<file path="config.mk">
export PLATFORM = sky130hd
export DESIGN_NAME = lwe_enc_engine
export DESIGN_NICKNAME = d
export VERILOG_FILES = /design/src/rtl/lwe_pkg.sv /design/src/rtl/lwe_coef_buf.sv /design/src/rtl/lwe_mac_lane.sv /design/src/rtl/lwe_out_seq.sv /design/src/rtl/lwe_enc_engine.sv
export SDC_FILE = /design/constraint.sdc
export NUM_CORES = 1
export LEC_CHECK = 0
export ABC_AREA = 1
export BUFFER_PORTS_ARGS = -buffer_cell sky130_fd_sc_hd__clkbuf_2
export CORE_ASPECT_RATIO = 0.75
export CORE_UTILIZATION = 55
export CTS_BUF_LIST = sky130_fd_sc_hd__clkbuf_8
export DETAILED_ROUTE_END_ITERATION = 6
export GPL_ROUTABILITY_DRIVEN = 0
export PLACE_DENSITY = 0.72
export SLEW_MARGIN = 0
export SYNTH_ARGS = -nofsm -noshare
export SYNTH_HDL_FRONTEND = slang
export SYNTH_SLANG_ARGS = --single-unit
</file>
<file path="constraint.sdc">
create_clock -name clk -period 4.01 [get_ports clk]
set_input_delay 0.2005 -clock clk [delete_from_list [all_inputs] [get_ports clk]]
set_output_delay 0.2005 -clock clk [all_outputs]
set_load 0.01 [all_outputs]
</file>
<file path="src/rtl/lwe_pkg.sv">
package lwe_pkg;

    typedef enum logic [2:0] {
        ENG_IDLE,
        ENG_COLLECT,
        ENG_SWEEP,
        ENG_FINISH,
        ENG_DRAIN
    } eng_state_e;

    typedef enum logic [1:0] {
        OSQ_IDLE,
        OSQ_REQ,
        OSQ_SHOW
    } osq_state_e;

endpackage

</file>
<file path="src/rtl/lwe_coef_buf.sv">
// One-entry holding slot for random selector bits, with a per-message budget.
module lwe_coef_buf #(
    parameter int M = 16,
    localparam int CW = $clog2(M + 1)
) (
    input  logic clk,
    input  logic rst_n,
    input  logic clr,
    input  logic enable,
    input  logic rnd_valid,
    input  logic rnd_bit,
    input  logic take,
    output logic rnd_ready,
    output logic coef,
    output logic full
);

    typedef struct packed {
        logic          full;
        logic          bitv;
        logic [CW-1:0] cnt;
    } cb_st_t;

    cb_st_t st_d, st_q;

    always_comb begin
        st_d      = st_q;
        rnd_ready = enable && !st_q.full && (st_q.cnt < CW'(M));
        if (clr) begin
            st_d = '0;
        end else begin
            if (take) begin
                st_d.full = 1'b0;
            end
            if (rnd_ready && rnd_valid) begin
                st_d.full = 1'b1;
                st_d.bitv = rnd_bit;
                st_d.cnt  = st_q.cnt + 1'b1;
            end
        end
    end

    always_ff @(posedge clk or negedge rst_n) begin
        if (!rst_n) begin
            st_q <= '0;
        end else begin
            st_q <= st_d;
        end
    end

    assign coef = st_q.bitv;
    assign full = st_q.full;

endmodule

</file>
<file path="src/rtl/lwe_mac_lane.sv">
// One accumulation lane: CPL column sums, plus the right-hand-side sum when HAS_SUM.
module lwe_mac_lane #(
    parameter int W       = 12,
    parameter int ACCW    = 17,
    parameter int CPL     = 2,
    parameter int HAS_SUM = 0,
    parameter int HALF    = 1664,
    localparam int BW     = $clog2(CPL + 1),
    localparam int SLOTS  = CPL + ((HAS_SUM != 0) ? 1 : 0)
) (
    input  logic                  clk,
    input  logic                  rst_n,
    input  logic                  clr,
    input  logic                  add_en,
    input  logic                  sum_beat,
    input  logic                  half_en,
    input  logic [BW-1:0]         beat,
    input  logic [W-1:0]          din,
    output logic [SLOTS*ACCW-1:0] acc_out
);

    typedef struct packed {
        logic [CPL-1:0][ACCW-1:0] acc;
    } lane_st_t;

    lane_st_t st_d, st_q;

    always_comb begin
        st_d = st_q;
        if (clr) begin
            st_d = '0;
        end else if (add_en && !sum_beat) begin
            for (int c = 0; c < CPL; c++) begin
                if (beat == BW'(c)) begin
                    st_d.acc[c] = st_q.acc[c] + ACCW'(din);
                end
            end
        end
    end

    always_ff @(posedge clk or negedge rst_n) begin
        if (!rst_n) begin
            st_q <= '0;
        end else begin
            st_q <= st_d;
        end
    end

    if (HAS_SUM != 0) begin : g_sum
        logic [ACCW-1:0] sum_d, sum_q;

        always_comb begin
            sum_d = sum_q;
            if (clr) begin
                sum_d = '0;
            end else begin
                if (add_en && sum_beat) begin
                    sum_d = sum_d + ACCW'(din);
                end
                if (half_en) begin
                    sum_d = sum_d + ACCW'(HALF);
                end
            end
        end

        always_ff @(posedge clk or negedge rst_n) begin
            if (!rst_n) begin
                sum_q <= '0;
            end else begin
                sum_q <= sum_d;
            end
        end

        assign acc_out = {sum_q, st_q.acc};
    end else begin : g_nosum
        logic unused_half;
        assign unused_half = half_en;
        assign acc_out     = st_q.acc;
    end

endmodule

</file>
<file path="src/rtl/lwe_out_seq.sv">
// Walks the N+1 sums through the shared modulo unit and presents each result.
module lwe_out_seq
    import lwe_pkg::*;
#(
    parameter int N    = 8,
    parameter int W    = 12,
    parameter int ACCW = 17,
    localparam int IW  = $clog2(N + 1)
) (
    input  logic                 clk,
    input  logic                 rst_n,
    input  logic                 start,
    input  logic [N:0][ACCW-1:0] elems,
    output logic                 mod_req,
    output logic [ACCW-1:0]      mod_operand,
    input  logic                 mod_ack,
    input  logic [W-1:0]         mod_result,
    output logic                 out_valid,
    input  logic                 out_ready,
    output logic [W-1:0]         out_data,
    output logic                 out_last,
    output logic                 done
);

    typedef struct packed {
        osq_state_e    state;
        logic [IW-1:0] idx;
        logic [W-1:0]  data;
    } osq_st_t;

    osq_st_t st_d, st_q;
    logic    at_last;

    always_comb begin
        st_d        = st_q;
        at_last     = (st_q.idx == IW'(N));
        mod_req     = (st_q.state == OSQ_REQ);
        mod_operand = elems[st_q.idx];
        out_valid   = (st_q.state == OSQ_SHOW);
        out_last    = out_valid && at_last;
        done        = out_valid && out_ready && at_last;
        case (st_q.state)
            OSQ_IDLE: begin
                if (start) begin
                    st_d.idx   = '0;
                    st_d.state = OSQ_REQ;
                end
            end
            OSQ_REQ: begin
                if (mod_ack) begin
                    st_d.data  = mod_result;
                    st_d.state = OSQ_SHOW;
                end
            end
            OSQ_SHOW: begin
                if (out_ready) begin
                    if (at_last) begin
                        st_d.state = OSQ_IDLE;
                    end else begin
                        st_d.idx   = st_q.idx + 1'b1;
                        st_d.state = OSQ_REQ;
                    end
                end
            end
            default: st_d.state = OSQ_IDLE;
        endcase
    end

    always_ff @(posedge clk or negedge rst_n) begin
        if (!rst_n) begin
            st_q       <= '0;
            st_q.state <= OSQ_IDLE;
        end else begin
            st_q <= st_d;
        end
    end

    assign out_data = st_q.data;

endmodule

</file>
<file path="src/rtl/lwe_enc_engine.sv">
module lwe_enc_engine
    import lwe_pkg::*;
#(
    parameter int N     = 8,
    parameter int M     = 16,
    parameter int Q     = 3329,
    parameter int W     = 12,
    parameter int LANES = 4,
    localparam int ACCW = W + $clog2(M) + 1
) (
    input  logic                 clk,
    input  logic                 rst_n,
    input  logic                 msg_valid,
    output logic                 msg_ready,
    input  logic                 msg_bit,
    input  logic                 rnd_valid,
    output logic                 rnd_ready,
    input  logic                 rnd_bit,
    input  logic                 row_valid,
    output logic                 row_ready,
    input  logic [(N+1)*W-1:0]   row_data,
    output logic                 mod_req,
    output logic [ACCW-1:0]      mod_operand,
    input  logic                 mod_ack,
    input  logic [W-1:0]         mod_result,
    output logic                 out_valid,
    input  logic                 out_ready,
    output logic [W-1:0]         out_data,
    output logic                 out_last
);

    localparam int CPL  = N / LANES;
    localparam int BW   = $clog2(CPL + 1);
    localparam int RW   = $clog2(M + 1);
    localparam int HALF = Q / 2;

    typedef struct packed {
        eng_state_e          state;
        logic                mbit;
        logic [N:0][W-1:0]   row;
        logic                rcoef;
        logic [BW-1:0]       beat;
        logic [RW-1:0]       rows;
    } eng_st_t;

    eng_st_t st_d, st_q;

    logic                 lane_clr;
    logic                 take;
    logic                 coef;
    logic                 coef_full;
    logic                 cb_enable;
    logic                 add_en;
    logic                 sum_beat;
    logic                 half_en;
    logic                 seq_start;
    logic                 seq_done;
    logic [N:0][ACCW-1:0] elems;

    always_comb begin
        st_d      = st_q;
        msg_ready = (st_q.state == ENG_IDLE);
        row_ready = (st_q.state == ENG_COLLECT) && coef_full;
        cb_enable = (st_q.state == ENG_COLLECT) || (st_q.state == ENG_SWEEP);
        lane_clr  = msg_valid && msg_ready;
        take      = row_valid && row_ready;
        sum_beat  = (st_q.beat == BW'(CPL));
        add_en    = (st_q.state == ENG_SWEEP) && st_q.rcoef;
        half_en   = (st_q.state == ENG_FINISH) && st_q.mbit;
        seq_start = (st_q.state == ENG_FINISH);
        case (st_q.state)
            ENG_IDLE: begin
                if (lane_clr) begin
                    st_d.mbit  = msg_bit;
                    st_d.rows  = '0;
                    st_d.state = ENG_COLLECT;
                end
            end
            ENG_COLLECT: begin
                if (take) begin
                    st_d.row   = row_data;
                    st_d.rcoef = coef;
                    st_d.beat  = '0;
                    st_d.state = ENG_SWEEP;
                end
            end
            ENG_SWEEP: begin
                if (sum_beat) begin
                    st_d.rows  = st_q.rows + 1'b1;
                    st_d.state = (st_q.rows == RW'(M - 1)) ? ENG_FINISH : ENG_COLLECT;
                end else begin
                    st_d.beat = st_q.beat + 1'b1;
                end
            end
            ENG_FINISH: begin
                st_d.state = ENG_DRAIN;
            end
            ENG_DRAIN: begin
                if (seq_done) begin
                    st_d.state = ENG_IDLE;
                end
            end
            default: st_d.state = ENG_IDLE;
        endcase
    end

    always_ff @(posedge clk or negedge rst_n) begin
        if (!rst_n) begin
            st_q       <= '0;
            st_q.state <= ENG_IDLE;
        end else begin
            st_q <= st_d;
        end
    end

    lwe_coef_buf #(.M(M)) u_coef (
        .clk       (clk),
        .rst_n     (rst_n),
        .clr       (lane_clr),
        .enable    (cb_enable),
        .rnd_valid (rnd_valid),
        .rnd_bit   (rnd_bit),
        .take      (take),
        .rnd_ready (rnd_ready),
        .coef      (coef),
        .full      (coef_full)
    );

    for (genvar k = 0; k < LANES; k++) begin : g_lane
        localparam int HS = (k == 0) ? 1 : 0;
        localparam int SL = CPL + HS;

        logic [W-1:0]       din;
        logic [SL*ACCW-1:0] bus;

        always_comb begin
            din = '0;
            if (sum_beat) begin
                if (HS != 0) begin
                    din = st_q.row[N];
                end
            end else begin
                for (int c = 0; c < CPL; c++) begin
                    if (st_q.beat == BW'(c)) begin
                        din = st_q.row[k + LANES * c];
                    end
                end
            end
        end

        lwe_mac_lane #(
            .W       (W),
            .ACCW    (ACCW),
            .CPL     (CPL),
            .HAS_SUM (HS),
            .HALF    (HALF)
        ) u_lane (
            .clk      (clk),
            .rst_n    (rst_n),
            .clr      (lane_clr),
            .add_en   (add_en),
            .sum_beat (sum_beat),
            .half_en  (half_en),
            .beat     (st_q.beat),
            .din      (din),
            .acc_out  (bus)
        );

        for (genvar c = 0; c < CPL; c++) begin : g_col
            assign elems[k + LANES * c] = bus[c * ACCW +: ACCW];
        end

        if (HS != 0) begin : g_rhs
            assign elems[N] = bus[CPL * ACCW +: ACCW];
        end
    end

    lwe_out_seq #(
        .N    (N),
        .W    (W),
        .ACCW (ACCW)
    ) u_oseq (
        .clk         (clk),
        .rst_n       (rst_n),
        .start       (seq_start),
        .elems       (elems),
        .mod_req     (mod_req),
        .mod_operand (mod_operand),
        .mod_ack     (mod_ack),
        .mod_result  (mod_result),
        .out_valid   (out_valid),
        .out_ready   (out_ready),
        .out_data    (out_data),
        .out_last    (out_last),
        .done        (seq_done)
    );

endmodule

</file>
* After elaboration in Yosys (flattened, before gate mapping)
Index checks and enable logic that the tools add are counted.
Widths: inputs -> output; s select.
** Word-level totals
- Register bits :: 298
- Latch bits :: 0
- Memory bits (writable) :: 0
- ROM bits :: 0
- Input port bits :: 129
- Output and inout port bits :: 35
- Logic and storage cells :: 157
- Memories :: 0
** Cells by class
- Add/sub/neg operators :: 14
- Multipliers :: 0
- Divide/modulo/power cells :: 0
- Order comparisons :: 2
- Equality and inequality tests :: 19
- Shifts and indexed selects :: 0
- Multiplexer cells :: 56
- Bitwise gates (word level) :: 0
- Reduce and logical (&&, ||, !) cells :: 37
** Operator list (count)
- $mux 34 :: 8
- $mux 17 :: 13
- $add 17x12->17 :: 9
- $mux 12 :: 12
- $bmux 17 s4 :: 1
- $add 17x11->17 const B :: 1
- $pmux 3 s5 :: 1
- $mux 7 :: 2
- $reduce_bool 2->1 :: 7
- $logic_and 1x1->1 :: 13
- $mux 6 :: 2
- $add 5x1->5 const B :: 2
- $mux 5 :: 2
- $ne 2x2->1 const B :: 5
- $pmux 5 s2 :: 1
- $reduce_and 2->1 :: 5
- $mux 3 :: 3
- $reduce_and 3->1 :: 3
- $mux 2 :: 4
- $mux 4 :: 2
- $ne 2x1->1 const B :: 4
- $pmux 4 s2 :: 1
- $reduce_and 4->1 :: 2
- $eq 3x2->1 const B :: 2
- other kinds (18) :: 23

* Logic depth before layout (Yosys ltp)
- Depth in word-level cells :: 10
- Mapped depth :: 26
- Mapped depth without buffers :: 24

* By module
Synthesis repeated with hierarchy kept, for this count alone.
** Second synthesis, totals
- Cells, all modules :: 3218
- Area, all modules :: 21454.3 µm²
** By module, submodules not included
- lwe_enc_engine :: times used 1, cells an instance 713, area an instance 5511.5 µm², seq. area each 3002.9 µm²
- lwe_mac_lane (g_lane[0].u_lane) :: times used 1, cells an instance 609, area an instance 4236.6 µm², seq. area each 1276.2 µm²
- lwe_mac_lane (g_lane[2].u_lane) :: times used 1, cells an instance 448, area an instance 2910.3 µm², seq. area each 850.8 µm²
- lwe_mac_lane (g_lane[1].u_lane) :: times used 1, cells an instance 445, area an instance 2864.0 µm², seq. area each 850.8 µm²
- lwe_mac_lane (g_lane[3].u_lane) :: times used 1, cells an instance 443, area an instance 2864.0 µm², seq. area each 850.8 µm²
- lwe_out_seq :: times used 1, cells an instance 517, area an instance 2687.6 µm², seq. area each 450.4 µm²
- lwe_coef_buf :: times used 1, cells an instance 43, area an instance 380.4 µm², seq. area each 175.2 µm²

* Worst setup path after synthesis
Ideal clock, no wire load.
- Path kind :: register to register
- Start :: register st_q[5] in the netlist's numbering
- End :: register g_lane[0].u_lane.g_sum.sum_q[13]
- Setup time :: 72 ps
- Arrival time :: 3595 ps
- Required time :: 3938 ps
- Slack :: 343 ps
- Stages on the path, launching flop included :: 25
- Buffers on the path :: 3
- Clock period less this slack :: 3667 ps
- Cell sequence :: dfrtp_1 > inv_1 > ha_1 > clkbuf_1 > inv_1 > clkbuf_1 > clkbuf_1 > nor2_1 > nor2_1 > ha_1 > inv_1 > fa_1 > inv_1 > nand3_1 > nand3_1 > nand2_1 > nand2_1 > nand2_1 > nand3_1 > nand2_1 > ha_1 > nand3b_1 > nand2_1 > o21ai_0 > nor2_1
** On the way
- Longest elaborated chain between the ends :: 10
- Elaborated cells on any way between the ends :: 13
- Classes of those cells :: add/sub (2); eq/ne (2); mux (7); reduce/logical (2)
** Ends and longest elaborated chain
- start, declared :: line lwe_enc_engine.sv:46 : eng_st_t st_d, st_q;
- start signal, assigned :: line lwe_enc_engine.sv:112 : st_q <= st_d;
- $logic_not 2->1 :: line lwe_enc_engine.sv:144 : if (st_q.beat == BW'(c)) begin
- $mux 12 (2 in series) :: line lwe_enc_engine.sv:144
- $mux 12 :: line lwe_enc_engine.sv:138 : if (sum_beat) begin
- $add 17x12->17 :: line lwe_mac_lane.sv:58 : sum_d = sum_d + ACCW'(din);
- $mux 17 * :: line lwe_mac_lane.sv:57 : if (add_en && sum_beat) begin
- $mux 17 * :: line lwe_mac_lane.sv:54 : if (clr) begin
- $add 17x11->17 :: line lwe_mac_lane.sv:61 : sum_d = sum_d + ACCW'(HALF);
- $mux 17 * :: line lwe_mac_lane.sv:60 : if (half_en) begin
- $mux 17 * :: line lwe_mac_lane.sv:54
- net g_lane[0].u_lane.g_sum.sum_d[13] :: line lwe_mac_lane.sv:50 : logic [ACCW-1:0] sum_d, sum_q;
- end signal, assigned :: line lwe_mac_lane.sv:70 : sum_q <= sum_d;
- end, declared :: line lwe_mac_lane.sv:50
Mark *: on every way through the listed nets, which the timed path passes. The rest lies on a longest branch. The select of a mux whose other input is x is not followed.
A chain may end at the register's enable or synchronous reset.

* Worst setup path in the final report
- Start :: register st_q[5] in the netlist's numbering
- End :: register g_lane[0].u_lane.g_sum.sum_q[11]
Same word-level chain as after synthesis.

==> summary.md <==
| Metric | Value |
|---|---|
| Worst R2R Start | st_q[5] |
| Global Route met2 Usage | 53.8% |
| Clock root buffer | sky130_fd_sc_hd__clkbuf_8 |
| RSZ-0062 raised after global routing | no |
| Iteration-0 DRC Markers | 2263 |
| Proportion of layout cells with a drive suffix above 1 | 11.3% |
| Register bit count reported by yosys | 298 |
| CTS buffer count | 49 |
| Max-slew headroom | 26.1% |
| Reported max-cap violation count | 0 |
| Final worst-path setup slack | 0.328 ns |
| Required time at the endpoint of the critical path | 4.55 ns |
| Pin count of the biggest net entering global routing | 111 |
| Worst Reg2Reg Path Length in Cells | 22 |
| Layer carrying the most global-route usage | met2 |
| Minimum clock period after layout | 3.68 ns |
| Maximum fanout count along the critical path | 9 |
| Vias in the first global route | 18324 |
| CP most frequent cell | sky130_fd_sc_hd__nand2_1 |
| Hold-critical path depth | 5 |
| Effective utilization at floorplan | 55.7% |
| Final hold vios | 0 |
| Average via count per standard cell | 5.75 |
| Chip Width | 218 microns |
| Post-Route Hold Slack | 0.141 ns |
| Y dimension of the die | 164 microns |
| Crit end category | flip-flop |
| Overall routing resource usage | 34.1% |
| Cell-by-cell trace of the critical path | inv_1 > ha_1 > inv_1 > nor2_4 > a221oi_1 > nor2_1 > ha_1 > inv_1 > fa_1 > inv_1 > nand3_1 > nand3_1 > nand2_1 > nand2_1 > nand2_1 > nand3_1 > nand2_1 > ha_1 > nand3b_1 > nand2_1 > nand2_1 > a21oi_1 |
| Residual DRC count | 0 |
| Slowest cell delay on critical path | 0.41 ns |
| Max-slew violation total from the final report | 0 |
| Sequential cell area in the final layout | 7460 sq um |
| Arrival time worst endpoint | 4.22 ns |
| Number of sinks on the clock net | 298 |
| Maximum resistive drop on vdd | 0.000452 V |
| Met3 Track Usage GR | 7.67% |
| Met1 track utilization from global routing | 46.0% |
| Min-delay worst type | primary input to flip-flop |
| Count of placed standard cells in the final layout, fillers left out | 3340 |
| Top area cells in the synthesized netlist | sky130_fd_sc_hd__dfrtp_1 39%, sky130_fd_sc_hd__nand2_1 15%, sky130_fd_sc_hd__ha_1 7.8% |
| Slowest library cell on the worst path | sky130_fd_sc_hd__dfrtp_1 |
| FILL cells | 2896 |
| Beginning of the critical path | st_q[5] |
| Count of buffer and inverter cells on the critical path | 4 |
| Sum Neg Setup Slack | 0 ns |
| Wire length of the first global-routing pass | 95200 microns |
| Drt first pass iters | 6 |
| Run status | complete, no violations |
| Startpoint Class | flip-flop |
| Count of flip-flops with a built-in enable after synthesis | 0 |
| Cell area after technology mapping | 19300 sq um |
| Synth top cells by count | 756 x sky130_fd_sc_hd__nand2_1, 298 x sky130_fd_sc_hd__dfrtp_1, 234 x sky130_fd_sc_hd__o21ai_0 |
| Number of antenna violations at the first check in global routing | 3 |
| Part of the cycle the worst path needs | 91.8% |
| Pre-CTS setup slack | 0.367 ns |
| Nets@finish | 3105 |
| Placed instance count | 3125 |
| Cell depth of the worst setup path | 22 |
| Ant. Diodes | 0 |
| Clock insertion delay at the later pin of the skew report | 0.62 ns |
| Number of H-tree levels | 2 |
| Syn_area_per_cell | 7.44 sq um |
| Total leakage power | 11.6 nW |
| Largest delay contributor family on the critical path | simple AND/OR/NAND/NOR gates |
| Unique masters post-synth | 63 |
| Worst Clk Skew | 0.0337 ns |
| Growth of design area from synthesis to finish | 17.8% |
| Area of the die | 35800 sq um |
| Maximum clock insertion buffer count | 3 |
| Overall power consumption | 14.1 mW |
| Worst Hold Launch | row_valid |
| Average wire per cell in the routed design | 18.1 microns |
| Pwr per Cell Area | 619 nW/um^2 |
| Multi-input logic area | 10500 sq um |
| Total of buffers placed on input and output ports | 163 |
| Wire length after detailed routing | 60300 microns |
| Fraction of registers with async set or reset after synthesis | 100% |
| Most frequently used cell type in the post-synthesis netlist | sky130_fd_sc_hd__nand2_1 |
| Yosys top cell by area | sky130_fd_sc_hd__dfrtp_1 |
| CTS tree | built |
| Most instantiated flip-flop cell in the synthesis netlist | sky130_fd_sc_hd__dfrtp_1 |
| Gr ovfl total | 0 |
| Share of Yosys cell area claimed by the top area cell type | 38.6% |
| Syn Nets | 2852 |
| Antenna viol nets, final | 0 |
| Clock-pin transition on the worst setup and hold timing paths | 0.07 ns |
| Core area | 34600 sq um |
| HPWL after detailed placement | 42100 microns |
| Fmax | 0.272 GHz |
| Share of synthesized area occupied by flip-flops and latches | 38.6% |
| Final count of negative-setup-slack endpoints | 0 |
| Cell count after synthesis | 2594 |
| Via total after detailed routing | 19211 |
| Number of rows in the core area | 59 |
| Yosys warns | 0 |
| Measured slew at the worst slew-check pin | 1.11 ns |
| Class of the most critical setup path | flip-flop to flip-flop |
| Number of ports placed on the die boundary | 164 |
## placed cells by master (no fill, tap or decap), types with 11 or more instances in the layout
master / count
sky130_fd_sc_hd__a21oi_1: 216
sky130_fd_sc_hd__a22oi_1: 42
sky130_fd_sc_hd__buf_4: 19
sky130_fd_sc_hd__clkbuf_2: 162
sky130_fd_sc_hd__clkbuf_8: 65
sky130_fd_sc_hd__dfrtp_1: 297
sky130_fd_sc_hd__dlygate4sd3_1: 128
sky130_fd_sc_hd__ha_1: 118
sky130_fd_sc_hd__inv_1: 234
sky130_fd_sc_hd__mux2_2: 12
sky130_fd_sc_hd__nand2_1: 755
sky130_fd_sc_hd__nand3_1: 141
sky130_fd_sc_hd__nand4_1: 28
sky130_fd_sc_hd__nor2_1: 166
sky130_fd_sc_hd__nor3_1: 23
sky130_fd_sc_hd__o21a_1: 11
sky130_fd_sc_hd__o21ai_0: 233
sky130_fd_sc_hd__o22ai_1: 31
sky130_fd_sc_hd__xnor2_1: 22
sky130_fd_sc_hd__xor2_1: 16
## final cells by class
cell class | instances | area share, %
Clock buffer | 65 | 3.93
Clock inverter | 22 | 0.605
Inverter | 236 | 3.92
Multi-Input combinational cell | 1948 | 46.0
Sequential cell | 298 | 32.8
Tap cell | 457 | 2.51
Timing Repair Buffer | 314 | 10.2
## registers in the layout, indices dropped and copies added (netlist names)
| register | flops |
|---|---|
| g_lane.u_lane.acc_out | 136 |
| u_coef.coef | 1 |
| u_oseq.out_data | 12 |
| g_lane.u_lane.g_sum.sum_q | 17 |
| u_coef.full | 1 |
| st_q | 120 |
| u_coef.st_q | 5 |
| u_oseq.st_q | 6 |
## routing by layer
layer,wire [microns],part of all wire (%)
met1,25400,42
met2,27100,45
met3,5750,9.5
met4,2090,3.5
met5,0,0
## kinds of logic after synthesis
kind of cell,after synthesis,synth area share (%)
AND/OR/NAND/NOR,1161,25.1
flip-flops,298,38.6
multiplexers,12,0.700
XOR/XNOR,38,1.72
adder cells (fa/ha/maj),129,8.72
AO/OA/AOI/OAI,608,17.8
buffers and inverters,348,7.28
## tightest hold or removal path, cell delays in order
cell and delay [ns]:
sky130_fd_sc_hd__clkbuf_2 0.10, sky130_fd_sc_hd__nand2_4 0.07, sky130_fd_sc_hd__inv_2 0.18, sky130_fd_sc_hd__nand2_1 0.12, sky130_fd_sc_hd__nand2_1 0.04
## per-stage QoR
| step | util [%] | instance area (sq um) |
|---|---|---|
| after global placement | 59.0 | 20400 |
| after CTS | 65.7 | 22700 |
| after global routing | 65.7 | 22700 |
| final | 65.7 | 22700 |
| after detailed placement | 59.0 | 20400 |
| after floorplan | - | 19300 |
## path summary, 6_finish.rpt
path | to | slack [ns]
setup / recovery | g_lane[0].u_lane.g_sum.sum_q[11] | 0.33
hold / removal | st_q[114] | 0.14
setup reg to reg | g_lane[0].u_lane.g_sum.sum_q[11] | 0.33
hold reg to reg | st_q[116] | 0.48
max in group asynchronous | u_oseq.st_q[12] | 2.71
min in group asynchronous | st_q[82] | 0.19
## repair_timing
action / in CTS / in global routing
setup endpoints to repair: 0 / 2
hold buffers: 128 / 0
buffers inserted: 0 / 0
resized for setup: 0 / 1
endpoints found under the hold margin: 220 / 0
## where the power goes
part / internal, mW / leakage, nW / switching, mW
registers: 3.75 / 3.97 / 0.549
clock network: 1.51 / 0.575 / 1.33
logic: 2.33 / 7.02 / 4.59
(Power assumes the default switching activity.)
